==> src/rtl/brk_pkg.sv <==
package brk_pkg;
  // Condition word, LSB first: cpu, other, fetch, data, rd, wr, after, size_chk, size[1:0], asid_chk
  typedef struct packed {
    logic       asid_chk;
    logic [1:0] size;
    logic       size_chk;
    logic       after;
    logic       en_wr;
    logic       en_rd;
    logic       en_data;
    logic       en_fetch;
    logic       en_oth;
    logic       en_cpu;
  } cond_t;

  localparam int COND_W   = $bits(cond_t);
  localparam int REG_AW   = 4;
  localparam int CH_STRIDE = 4;
  localparam int OFS_ADDR = 0;
  localparam int OFS_MASK = 1;
  localparam int OFS_COND = 2;
  localparam int OFS_ASID = 3;
  localparam int REG_DATA = 8;
  localparam int REG_DMSK = 9;
  localparam int REG_CLR  = 10;
endpackage

==> src/rtl/brk_regs.sv <==
module brk_regs
  import brk_pkg::*;
#(
  parameter int AW = 32,
  parameter int DW = 32,
  parameter int IW = 8,
  parameter int NCH = 2
) (
  input  logic                      clk,
  input  logic                      rst_n,
  input  logic                      we,
  input  logic [REG_AW-1:0]         waddr,
  input  logic [DW-1:0]             wdata,
  output logic [NCH-1:0][AW-1:0]    c_addr,
  output logic [NCH-1:0][AW-1:0]    c_amask,
  output cond_t [NCH-1:0]           c_cond,
  output logic [NCH-1:0][IW-1:0]    c_asid,
  output logic [DW-1:0]             c_data,
  output logic [DW-1:0]             c_dmask,
  output logic [NCH-1:0]            clr
);
  for (genvar ch = 0; ch < NCH; ch++) begin : g_ch
    localparam int BASE = ch * CH_STRIDE;
    always_ff @(posedge clk or negedge rst_n) begin
      if (!rst_n) begin
        c_addr[ch]  <= '0;
        c_amask[ch] <= '0;
        c_cond[ch]  <= '0;
        c_asid[ch]  <= '0;
      end else if (we) begin
        if (waddr == REG_AW'(BASE + OFS_ADDR)) c_addr[ch]  <= wdata[AW-1:0];
        if (waddr == REG_AW'(BASE + OFS_MASK)) c_amask[ch] <= wdata[AW-1:0];
        if (waddr == REG_AW'(BASE + OFS_COND)) c_cond[ch]  <= cond_t'(wdata[COND_W-1:0]);
        if (waddr == REG_AW'(BASE + OFS_ASID)) c_asid[ch]  <= wdata[IW-1:0];
      end
    end
    assign clr[ch] = we && (waddr == REG_AW'(REG_CLR)) && wdata[ch];
  end

  always_ff @(posedge clk or negedge rst_n) begin
    if (!rst_n) begin
      c_data  <= '0;
      c_dmask <= '0;
    end else if (we) begin
      if (waddr == REG_AW'(REG_DATA)) c_data  <= wdata;
      if (waddr == REG_AW'(REG_DMSK)) c_dmask <= wdata;
    end
  end
endmodule

==> src/rtl/brk_chan.sv <==
module brk_chan
  import brk_pkg::*;
#(
  parameter int AW = 32,
  parameter int DW = 32,
  parameter int IW = 8,
  parameter bit HAS_DATA = 1'b0
) (
  input  logic          clk,
  input  logic          rst_n,
  input  logic [AW-1:0] c_addr,
  input  logic [AW-1:0] c_amask,
  input  cond_t         c_cond,
  input  logic [IW-1:0] c_asid,
  input  logic [DW-1:0] c_data,
  input  logic [DW-1:0] c_dmask,
  input  logic          clr,
  input  logic          bus_valid,
  input  logic [AW-1:0] bus_addr,
  input  logic [DW-1:0] bus_data,
  input  logic          bus_cpu,
  input  logic          bus_fetch,
  input  logic          bus_write,
  input  logic [1:0]    bus_size,
  input  logic [IW-1:0] bus_asid,
  input  logic          ret_valid,
  output logic          fire,
  output logic          flag
);
  logic master_ok, type_ok, dir_ok, size_ok, asid_ok, addr_ok, data_ok;
  logic cyc_ok, delayed, now_hit, pend_q;

  assign master_ok = bus_cpu   ? c_cond.en_cpu   : c_cond.en_oth;
  assign type_ok   = bus_fetch ? c_cond.en_fetch : c_cond.en_data;
  assign dir_ok    = bus_write ? c_cond.en_wr    : c_cond.en_rd;
  assign size_ok   = !c_cond.size_chk || (bus_size == c_cond.size);
  assign asid_ok   = !c_cond.asid_chk || (bus_asid == c_asid);
  assign addr_ok   = ((bus_addr ^ c_addr) & ~c_amask) == '0;

  if (HAS_DATA) begin : g_data
    assign data_ok = bus_fetch || (((bus_data ^ c_data) & ~c_dmask) == '0);
  end else begin : g_nodata
    assign data_ok = 1'b1;
  end

  assign cyc_ok  = bus_valid && master_ok && type_ok && dir_ok &&
                   size_ok && asid_ok && addr_ok && data_ok;
  assign delayed = bus_fetch && c_cond.after;
  assign now_hit = cyc_ok && !delayed;
  assign fire    = now_hit || (pend_q && ret_valid);

  always_ff @(posedge clk or negedge rst_n) begin
    if (!rst_n) begin
      pend_q <= 1'b0;
      flag   <= 1'b0;
    end else begin
      pend_q <= (pend_q && !ret_valid) || (cyc_ok && delayed);
      flag   <= fire || (flag && !clr);
    end
  end

  assert_no_enable_R10: assert property (@(posedge clk) disable iff (!rst_n)
    (!c_cond.en_cpu && !c_cond.en_oth) |-> !now_hit);
  assert_after_waits_R6: assert property (@(posedge clk) disable iff (!rst_n)
    (bus_valid && bus_fetch && c_cond.after && !pend_q) |-> !fire);
  assert_pend_retire_R6: assert property (@(posedge clk) disable iff (!rst_n)
    ($past(cyc_ok && delayed) && ret_valid) |-> fire);
  assert_flag_sticky_R9: assert property (@(posedge clk) disable iff (!rst_n)
    ($past(flag) && !$past(clr)) |-> flag);
  assert_flag_sets_R9: assert property (@(posedge clk) disable iff (!rst_n)
    fire |=> flag);
endmodule

==> src/rtl/brk_cmp_top.sv <==
module brk_cmp_top
  import brk_pkg::*;
#(
  parameter int AW = 32,
  parameter int DW = 32,
  parameter int IW = 8
) (
  input  logic              clk,
  input  logic              rst_n,
  input  logic              cfg_we,
  input  logic [REG_AW-1:0] cfg_addr,
  input  logic [DW-1:0]     cfg_wdata,
  input  logic              bus_valid,
  input  logic [AW-1:0]     bus_addr,
  input  logic [DW-1:0]     bus_data,
  input  logic              bus_cpu,
  input  logic              bus_fetch,
  input  logic              bus_write,
  input  logic [1:0]        bus_size,
  input  logic [IW-1:0]     bus_asid,
  input  logic              ret_valid,
  output logic              brk_req,
  output logic              hit_a,
  output logic              hit_b
);
  localparam int NCH = 2;

  logic [NCH-1:0][AW-1:0] c_addr, c_amask;
  cond_t [NCH-1:0]        c_cond;
  logic [NCH-1:0][IW-1:0] c_asid;
  logic [DW-1:0]          c_data, c_dmask;
  logic [NCH-1:0]         clr, fire, flag;

  brk_regs #(.AW(AW), .DW(DW), .IW(IW), .NCH(NCH)) u_regs (
    .clk(clk), .rst_n(rst_n), .we(cfg_we), .waddr(cfg_addr), .wdata(cfg_wdata),
    .c_addr(c_addr), .c_amask(c_amask), .c_cond(c_cond), .c_asid(c_asid),
    .c_data(c_data), .c_dmask(c_dmask), .clr(clr)
  );

  for (genvar ch = 0; ch < NCH; ch++) begin : g_chan
    brk_chan #(.AW(AW), .DW(DW), .IW(IW), .HAS_DATA(ch == 1)) u_chan (
      .clk(clk), .rst_n(rst_n),
      .c_addr(c_addr[ch]), .c_amask(c_amask[ch]), .c_cond(c_cond[ch]),
      .c_asid(c_asid[ch]), .c_data(c_data), .c_dmask(c_dmask), .clr(clr[ch]),
      .bus_valid(bus_valid), .bus_addr(bus_addr), .bus_data(bus_data),
      .bus_cpu(bus_cpu), .bus_fetch(bus_fetch), .bus_write(bus_write),
      .bus_size(bus_size), .bus_asid(bus_asid), .ret_valid(ret_valid),
      .fire(fire[ch]), .flag(flag[ch])
    );
  end

  assign brk_req = |fire;
  assign hit_a   = flag[0];
  assign hit_b   = flag[1];

  assert_req_flags_R1: assert property (@(posedge clk) disable iff (!rst_n)
    brk_req |=> (hit_a || hit_b));
  assert_invalid_quiet_R10: assert property (@(posedge clk) disable iff (!rst_n)
    (!bus_valid && !ret_valid) |-> !brk_req);
endmodule

==> config.mk <==
export PLATFORM = sky130hd
export DESIGN_NAME = brk_cmp_top
export DESIGN_NICKNAME = d
export VERILOG_FILES = /design/src/rtl/brk_pkg.sv /design/src/rtl/brk_regs.sv /design/src/rtl/brk_chan.sv /design/src/rtl/brk_cmp_top.sv
export SDC_FILE = /design/constraint.sdc
export NUM_CORES = 1
export LEC_CHECK = 0
export ABC_AREA = 1
export BUFFER_PORTS_ARGS = -buffer_cell sky130_fd_sc_hd__buf_2
export CAP_MARGIN = 20
export CORE_UTILIZATION = 40
export DETAILED_ROUTE_END_ITERATION = 8
export PLACE_DENSITY = 0.71
export SLEW_MARGIN = 20
export SYNTH_ARGS = -nofsm -noshare
export SYNTH_HDL_FRONTEND = slang
export SYNTH_SLANG_ARGS = --single-unit
==> constraint.sdc <==
create_clock -name clk -period 1.3 [get_ports clk]
set_input_delay 0.13 -clock clk [delete_from_list [all_inputs] [get_ports clk]]
set_output_delay 0.13 -clock clk [all_outputs]
set_load 0.01 [all_outputs]
==> metrics <==
status finished, violations left; failing checks setup timing; DRT met1 WL 13.1 mm; Max Freq roughly 0.44 GHz; final-report max-slew violation count 0; Avg Cell Area, Syn 7.79 um^2; Hold EP g_chan[1].u_chan.pend_q; first-pass GRT wire length between 40 and 50 mm; RSZ-0062 raised after global routing true; leak pwr 7.02 nW; post-synthesis mux area share 0; layout filler cell count between 2000 and 2500; post-route setup slack -986 ps; grt ovf 0; largest net degree at the start of global routing 65; post-route cell area around 14000 um^2; # setup viols final 5; Pre-antenna DRT Iters 5; worst setup path class flip-flop to primary output; DIE AREA 27900 um^2; fin crit share 1.76; 1st-iter DRT viols between 800 and 900; remaining antenna violation count 0; FF-to-FF setup slack -910 ps; cell mode on critical path nand3_2; Setup Skew 6.10 ps; Clock Latency Late Sink 520 ps; CP cell instances inv_1 -> nand2_2 -> nand3_2 -> nand4_1 -> nor2_2 -> nand3_2 -> nor2_4 -> nand3_2 -> nand3_2 -> buf_6; syn_nets around 1500; Slew @ Worst Pin between 500 and 600 ps; Synth Register Bits roughly 230; initial antenna violation count 2; H-Tree Depth 1; Layout Nets roughly 1700; I/O Buffers 120; most frequent cells in the layout nand2_1 (444), dfrtp_1 (234), o21ai_0 (187); Starting Density 0.406; Crit path required time about 1200 ps; Slew headroom 0.651; data arrival time of the worst path 2160 ps; crit path time final about 2300 ps; final hold viol count 0; synth unique cells 26; Critical Path Sink Type primary output; clock slew at reported path FFs ~60 ps; Non-Filler Instances roughly 2000; met3 wire len around 1.5 mm; total negative slack -2930 ps; root buf cell clkbuf_16; highest routed layer met4; Routed WL per cell 14.7 um; met2 WL between 10 and 15 mm; Pwr per Cell Area approximately 1600 nW/um^2; RePlAce Congestion roughly 0.81; CP delay by family, top simple AND/OR/NAND/NOR gates; pre-CTS WS -508 ps; DP Cell Count 1881; Simple-Gate Fraction of Synth Area 0.248; Worst Path Buf+Inv 2; Die Width roughly 170 um; Critical Path Start Type flip-flop; P&R area growth vs syn 27.6%; vias in the first global route around 9300; Post-Synth XOR/XNOR Area 0.0177; io pins about 120; CTS Buf Count 25; Core Rows 60; reg2reg end g_chan[1].u_chan.pend_q; dpl hpwl about 20 mm; reg2reg start u_regs.c_addr[56]; largest family of logic cells by synthesized area simple AND/OR/NAND/NOR gates; post-synthesis compound-gate area fraction 0.120; worst reg2reg path depth 17; fraction of layout cells with a size suffix above 1 0.171; Max Cap Violations 0; Via Count 9634; Mapped Cells about 1400; Util after Layout 0.518; mapped cell area approximately 11000 um^2; hold depth 4; Design Power approximately 22 mW; Min Hold Slack 34.4 ps; Max stage delay on crit path ~400 ps; DRC viols 0; worst hold path type primary input to flip-flop; Synth Area in Adders 0; hold path start bus_fetch; clock sink count ~230; CTS max path bufs 3; CP max FO 3; core area 26800 um^2; Max IR drop VDD around 0.9 mV; die height about 170 um; CTS tree yes; most common cell after layout, fill and taps aside nand2_1; Slowest-stage cell, CP dfrtp_1; DP Area roughly 12000 um^2; sequential area share after synthesis 0.538; WL final ~29 mm; vias per cell 4.89; Total GRT Usage 0.211; Ys Warns 0
-- where the power goes --
group          switching [mW]  leakage (nW)  internal [mW]
clock                    2.89         0.434           4.66
sequential              0.913          2.89           8.83
combinational            2.31          3.69           1.96
total                    6.11          7.02           15.5
-- sequential cells by signal, summed over array words and instances, names as in the netlist --
| name | count |
|---|---|
| u_regs.c_asid | 16 |
| u_regs.c_addr | 64 |
| u_regs.c_dmask | 32 |
| u_regs.c_cond | 22 |
| u_regs.c_amask | 64 |
| g_chan.u_chan.pend_q | 2 |
| u_regs.c_data | 32 |
| g_chan.u_chan.flag | 2 |
-- cells by family (layout without fill, tap and decap cells) --
group                  Yosys count  in the layout
XOR/XNOR                        22             22
flip-flops                     234            234
AO/OA/AOI/OAI                  259            259
AND/OR/NAND/NOR                667            667
other                            0              1
buffers and inverters          216            448
-- layout make-up --
type / instances / area, um^2 / area share
clock inverters: 5 / 100 / 0.00721
inverters: 173 / 649 / 0.0467
flip-flops and latches: 234 / 5860 / 0.422
diodes: 1 / 2.50 / 0.000180
repair buffers: 232 / 1760 / 0.127
clock buffers: 38 / 774 / 0.0558
multi-input cells: 948 / 4320 / 0.311
well taps: 341 / 427 / 0.0307
-- how the worst max path moves through the flow --
stage,startpoint,to,slack [ps],depth (start not counted)
2_1_floorplan,u_regs.c_data[28],brk_req,1,10
3_3_place_gp,u_regs.c_addr[56],brk_req,-500,10
3_5_place_dp,u_regs.c_addr[56],brk_req,-510,10
4_1_cts,u_regs.c_addr[53],brk_req,-970,10
5_1_grt,u_regs.c_addr[56],brk_req,-1080,10
6_report,u_regs.c_addr[56],brk_req,-990,10
-- layer usage --
layer	vias up	global-route usage
met5	-	0
met4	0	0.0616
met3	52	0.0288
met2	253	0.348
met1	4526	0.290
li1	4803	-
-- worst min-delay path: cells and delay by family --
kind / cells / cell delay, ps
buffers and inverters: 2 / 280
and+or+nand+nor: 1 / 60
AOI/OAI and AO/OA: 1 / 50
-- cells in the mapped netlist, drive strengths merged --
library cell	count	area share
o21a	1	0.00069
nor4	1	0.0020
o22ai	1	0.00058
nand3b	18	0.012
or2	11	0.0063
a21oi	61	0.028
buf	11	0.0057
nand3	40	0.018
nand2	448	0.15
dfrtp	234	0.54
nand4	9	0.0052
nor3	1	0.00046
o21ai	194	0.089
nor2	139	0.049
o211ai	2	0.0014
clkbuf	32	0.011
xnor2	16	0.013
clkinv	2	0.00069
inv	171	0.059
xor2	6	0.0048
-- repair_timing --
| action | in CTS | in global routing |
|---|---|---|
| hold buffers | 33 | 0 |
| setup endpoints to repair | 5 | 5 |
| resized for setup | 20 | 18 |
| setup buffers | 17 | 7 |
| endpoints found under the hold margin | 363 | 0 |
| pin swaps | 4 | 15 |
Note: power is estimated with default switching activity, not from simulation.
